**config.mk**
```make
export PLATFORM = sky130hd
export DESIGN_NAME = mmcg_clock_gater
export DESIGN_NICKNAME = d
export VERILOG_FILES = /design/src/rtl/mmcg_pkg.sv /design/src/rtl/mmcg_ctrl.sv /design/src/rtl/mmcg_datapath.sv /design/src/rtl/mmcg_clock_gater.sv
export SDC_FILE = /design/constraint.sdc
export NUM_CORES = 1
export LEC_CHECK = 0
export BUFFER_PORTS_ARGS = -buffer_cell sky130_fd_sc_hd__clkbuf_2
export CORE_AREA = 3 3 40 42
export CTS_CLUSTER_SIZE = 10
export DETAILED_ROUTE_END_ITERATION = 6
export DIE_AREA = 0 0 43 45
export GPL_ROUTABILITY_DRIVEN = 0
export GPL_TIMING_DRIVEN = 0
export PLACE_DENSITY = 0.71
export RECOVER_POWER = 100
export SYNTH_ARGS = -nofsm -noshare
export SYNTH_HDL_FRONTEND = slang
export SYNTH_SLANG_ARGS = --single-unit
```
**constraint.sdc**
```tcl
create_clock -name clk -period 3.7 [get_ports clk]
set_input_delay 0.74 -clock clk [delete_from_list [all_inputs] [get_ports clk]]
set_output_delay 0.74 -clock clk [all_outputs]
set_load 0.01 [all_outputs]
```
**src/rtl/mmcg_pkg.sv**
```systemverilog
package mmcg_pkg;

  typedef enum logic [2:0] {
    ST_QUIET,
    ST_CMD,
    ST_RSP,
    ST_DATA,
    ST_TAIL
  } gateState_t;

  typedef struct packed {
    logic loadTail;
    logic clrTail;
  } tailCtl_t;

endpackage

```
**src/rtl/mmcg_ctrl.sv**
```systemverilog
module mmcg_ctrl
  import mmcg_pkg::*;
(
  input  logic     clk,
  input  logic     rstN,
  input  logic     cmdStart,
  input  logic     cmdEnd,
  input  logic     rspExpected,
  input  logic     dataExpected,
  input  logic     rspEnd,
  input  logic     dataEnd,
  input  logic     tailDone,
  output tailCtl_t ctl,
  output logic     busQuiet
);

  gateState_t state, stateNext;
  logic       dataPend, dataPendNext;

  always_comb begin
    stateNext    = state;
    dataPendNext = dataPend;
    ctl          = '0;
    if (cmdStart) begin
      stateNext    = ST_CMD;
      dataPendNext = 1'b0;
      ctl.clrTail  = 1'b1;
    end else begin
      unique case (state)
        ST_CMD: begin
          if (cmdEnd) begin
            dataPendNext = dataExpected;
            if (rspExpected) begin
              stateNext = ST_RSP;
            end else if (dataExpected) begin
              stateNext = ST_DATA;
            end else begin
              stateNext    = ST_TAIL;
              ctl.loadTail = 1'b1;
            end
          end
        end
        ST_RSP: begin
          if (rspEnd) begin
            if (dataPend) begin
              stateNext = ST_DATA;
            end else begin
              stateNext    = ST_TAIL;
              ctl.loadTail = 1'b1;
            end
          end
        end
        ST_DATA: begin
          if (dataEnd) begin
            stateNext    = ST_TAIL;
            ctl.loadTail = 1'b1;
          end
        end
        ST_TAIL: begin
          if (tailDone) begin
            stateNext = ST_QUIET;
          end
        end
        default: begin
          stateNext = ST_QUIET;
        end
      endcase
    end
  end

  always_ff @(posedge clk or negedge rstN) begin
    if (!rstN) begin
      state    <= ST_QUIET;
      dataPend <= 1'b0;
    end else begin
      state    <= stateNext;
      dataPend <= dataPendNext;
    end
  end

  assign busQuiet = (state == ST_QUIET);

endmodule

```
**src/rtl/mmcg_datapath.sv**
```systemverilog
module mmcg_datapath
  import mmcg_pkg::*;
#(
  parameter int TAIL_CYCLES = 8
) (
  input  logic     clk,
  input  logic     rstN,
  input  tailCtl_t ctl,
  input  logic     busQuiet,
  input  logic     stopReq,
  output logic     tailDone,
  output logic     busClkEn
);

  localparam int CNT_W = $clog2(TAIL_CYCLES + 1);

  logic [CNT_W-1:0] tailCnt;
  logic             gateReq;
  logic             enLow;

  always_ff @(posedge clk or negedge rstN) begin
    if (!rstN) begin
      tailCnt <= '0;
    end else if (ctl.clrTail) begin
      tailCnt <= '0;
    end else if (ctl.loadTail) begin
      tailCnt <= CNT_W'(TAIL_CYCLES);
    end else if (tailCnt != '0) begin
      tailCnt <= tailCnt - 1'b1;
    end
  end

  assign tailDone = (tailCnt == CNT_W'(1));

  assign gateReq = stopReq && busQuiet;

  always_ff @(negedge clk or negedge rstN) begin
    if (!rstN) begin
      enLow <= 1'b1;
    end else begin
      enLow <= !gateReq;
    end
  end

  assign busClkEn = enLow;

endmodule

```
**src/rtl/mmcg_clock_gater.sv**
```systemverilog
module mmcg_clock_gater
  import mmcg_pkg::*;
#(
  parameter int TAIL_CYCLES = 8
) (
  input  logic clk,
  input  logic rstN,
  input  logic stopReq,
  input  logic cmdStart,
  input  logic cmdEnd,
  input  logic rspExpected,
  input  logic dataExpected,
  input  logic rspEnd,
  input  logic dataEnd,
  output logic busClkEn,
  output logic safeStop
);

  tailCtl_t ctl;
  logic     tailDone;
  logic     busQuiet;

  mmcg_ctrl u_ctrl (
    .clk          (clk),
    .rstN         (rstN),
    .cmdStart     (cmdStart),
    .cmdEnd       (cmdEnd),
    .rspExpected  (rspExpected),
    .dataExpected (dataExpected),
    .rspEnd       (rspEnd),
    .dataEnd      (dataEnd),
    .tailDone     (tailDone),
    .ctl          (ctl),
    .busQuiet     (busQuiet)
  );

  mmcg_datapath #(
    .TAIL_CYCLES (TAIL_CYCLES)
  ) u_dp (
    .clk      (clk),
    .rstN     (rstN),
    .ctl      (ctl),
    .busQuiet (busQuiet),
    .stopReq  (stopReq),
    .tailDone (tailDone),
    .busClkEn (busClkEn)
  );

  assign safeStop = busQuiet;

endmodule

```
==> results_dict.tcl <==
set metrics [dict create \
    clock_path_buffers 2 \
    critPathSlowestCell "dfstp_2" \
    grt_overflow 0 \
    max_stage_delay_ns 0.50 \
    crit_fanout 1 \
    port_buffers 10 \
    row_count 13 \
    avgRoutedWirePerCell_um 14.02 \
    area.growth.synth_to_final_pct 9.901 \
    synth_area_um2 631.9 \
    fin_tns_setup_ns 0 \
    synth_nets 70 \
    pwr_density_cell_nw_per_um2 544.5 \
    slew_viol_final 0 \
    place_area_um2 700.7 \
    relSlewSlack_pct 68.11 \
    drc 0 \
    p_int_w 0.0002350 \
    fin_skew_ns 0.05141 \
    syn_area_per_cell_um2 10.71 \
    p_leak_nw 0.3055 \
    hold_violations 0 \
    crit_chain "clkbuf_1" \
    rsz0062_at_grt "false" \
    dieHeight_um 45 \
    tightest_slew_ns 0.4783 \
    drive_above_1_share_pct 23.29 \
    holdWs_ns 0.3976 \
    drtIter0Drc 20 \
    cp_top_family "flip-flops" \
    cts_resized 0 \
    ios 11 \
    ys_ff_latch 9 \
    seq_power_share_pct 35.9 \
    start_util_pct 49.17 \
    required_ns 2.96 \
    cts_hold_buf 0 \
    dr.pass1.iters 4 \
    status "completed" \
    coreArea_um2 1285 \
    final-setup-viol-count 0 \
    ys_seq_area_share_pct 35.84 \
    netlist_instances 59 \
    grt.total_usage_pct 15.03 \
    clock_latency_ns 0.32 \
    worstSetupStartpointType "register" \
    n_antenna_cell 0 \
    peakVddDrop_mv 0.2266 \
    vias 488 \
    timing_worst_setup_path_type "register to output pin" \
    critical_path_arrival_ns 2.82 \
    wl_um 1234 \
    root_buffer "clkbuf_4" \
    cts.sinks 9 \
    grt_first_pass_wirelength_um 2097 \
    finalPower_w 0.0003781 \
    clockPowerShare_pct 20.8 \
    cp.buffers_inverters 1 \
    postCtsSetupBuffers 0 \
    maxCapViolCount 0 \
    die_area_um2 1935 \
    die_w_um 43 \
    first_global_vias 498 \
    vias_per_cell 5.545 \
    power.switching_w 0.0001431 \
    nFillCells 124 \
    fin_nets 85 \
    finalInstanceArea_um2 694.4 \
    cts_buffers 3 \
    switching_share_pct 37.85 \
    cts_tree "yes" \
    clk_pin_slew_ns 0.06 \
    end_kind "output pin" \
    cts_max_level 1 \
    hp-class "input pin to asynchronous set/reset pin" \
    comb_power_share_pct 43.2 \
    yosys_warnings 0 \
    antenna_found_initial 0 \
    ant_nets 0 \
    grt_max_degree 11 \
    ys_types 28 \
]
-- power groups by stage --
stage / logic [W] / registers, W / clock network [W]
after global routing: 0.000181 / 0.000139 / 0.0000866
after floorplan: 0.000138 / 0.000136 / 0.00000338
after global placement: 0.000167 / 0.000139 / 0.00000338
final: 0.000163 / 0.000136 / 0.0000788
after CTS: 0.000177 / 0.000137 / 0.0000819
after detailed placement: 0.000175 / 0.000139 / 0.00000338
-- final timing paths --
path / slack, ns / depth (start not counted) / end / start
max: 0.14 / 1 / busClkEn / u_dp.busClkEn
min: 0.40 / 1 / u_ctrl.state[0] / rstN
max reg2reg: 0.85 / 3 / u_dp.busClkEn / u_ctrl.state[1]
min reg2reg: 0.57 / 1 / u_ctrl.state[0] / u_ctrl.state[2]
max in group asynchronous: 1.15 / 1 / u_dp.busClkEn / rstN
min in group clk: 0.57 / 1 / u_ctrl.state[0] / u_ctrl.state[2]
-- sequential cells by signal (all words and copies together) (netlist names) --
name	flops
u_dp.busClkEn	1
u_ctrl.state	3
u_dp.tailCnt	4
u_ctrl.dataPend	1
-- synth_stat cells --
library cell  instances  area share [%]
nor2_1                4             2.4
dfrtp_1               8              32
a2111oi_4             1             4.4
a31oi_1               2             2.0
inv_1                 6             3.6
nor2b_1               1            0.99
mux2_2                1             1.8
xnor2_1               1             1.4
a21oi_1               1            0.79
o31a_1                3             4.2
nand3b_1              1             1.2
and4bb_1              1             2.0
nor3b_2               1             2.0
o21a_4                1             2.4
and2_4                2             2.8
o31ai_1               1             1.2
dfstp_2               1             4.2
ha_1                  2             4.0
mux2i_1               5             7.9
nor3b_1               1             1.2
nand2b_4              1             2.2
o21ai_0               2             1.6
and4_1                1             1.4
nand2_1               3             1.8
nor4_2                2             4.0
nor3_1                3             2.4
buf_6                 2             3.6
o2bb2ai_1             1             1.4
-- metrics by stage --
step,setup slack (ns),utilization [%],cells
floorplan,0.5904,-,59
global placement,0.4927,54.53,84
detailed placement,0.4918,54.53,84
CTS,0.1554,56.57,88
global route,0.1251,54.04,88
finish,0.1450,54.04,88
-- kinds of logic after synthesis --
kind of cell               count (synthesis)  synth area share (%)
adders and majority gates                  2                 3.960
muxes                                      6                 9.703
xor gates and xnor gates                   1                 1.386
DFF                                        9                 35.84
AOI/OAI and AO/OA                         12                 17.82
and+or+nand+nor                           21                 24.16
buffers and inverters                      8                 7.128
-- placed cells by master, fill, tap and decap left out, types with 2 or more instances in the layout --
cell	count
mux2i_1	5
nor3_1	3
clkbuf_1	4
clkbuf_2	7
dfrtp_1	8
clkbuf_4	3
a31oi_1	2
nor2_1	4
o21ai_0	2
nor3b_1	2
o31a_1	3
ha_1	2
nand2_1	3
inv_1	7
-- per-layer routing --
layer  part of all wire [%]  vias to the layer above  GRT usage, %
li1                       -                      244             -
met1                     40                      227         16.83
met2                     53                       13         26.35
met3                    3.7                        4         2.789
met4                    2.3                        0         9.639
met5                      0                        -             0
-- layout make-up --
class                           instances  area, um2  share of cell area [%]
Inverter                                5      18.77                   2.703
Buffer                                  2      15.01                   2.162
Clock buffer                            3      22.52                   3.243
Tap cell                               15      18.77                   2.703
Sequential cell                         9      226.5                   32.61
Multi-Input combinational cell         42      339.1                   48.83
Timing Repair Buffer                   10      46.29                   6.667
Clock inverter                          2      7.507                   1.081
Power figures use the tool's default switching activity.
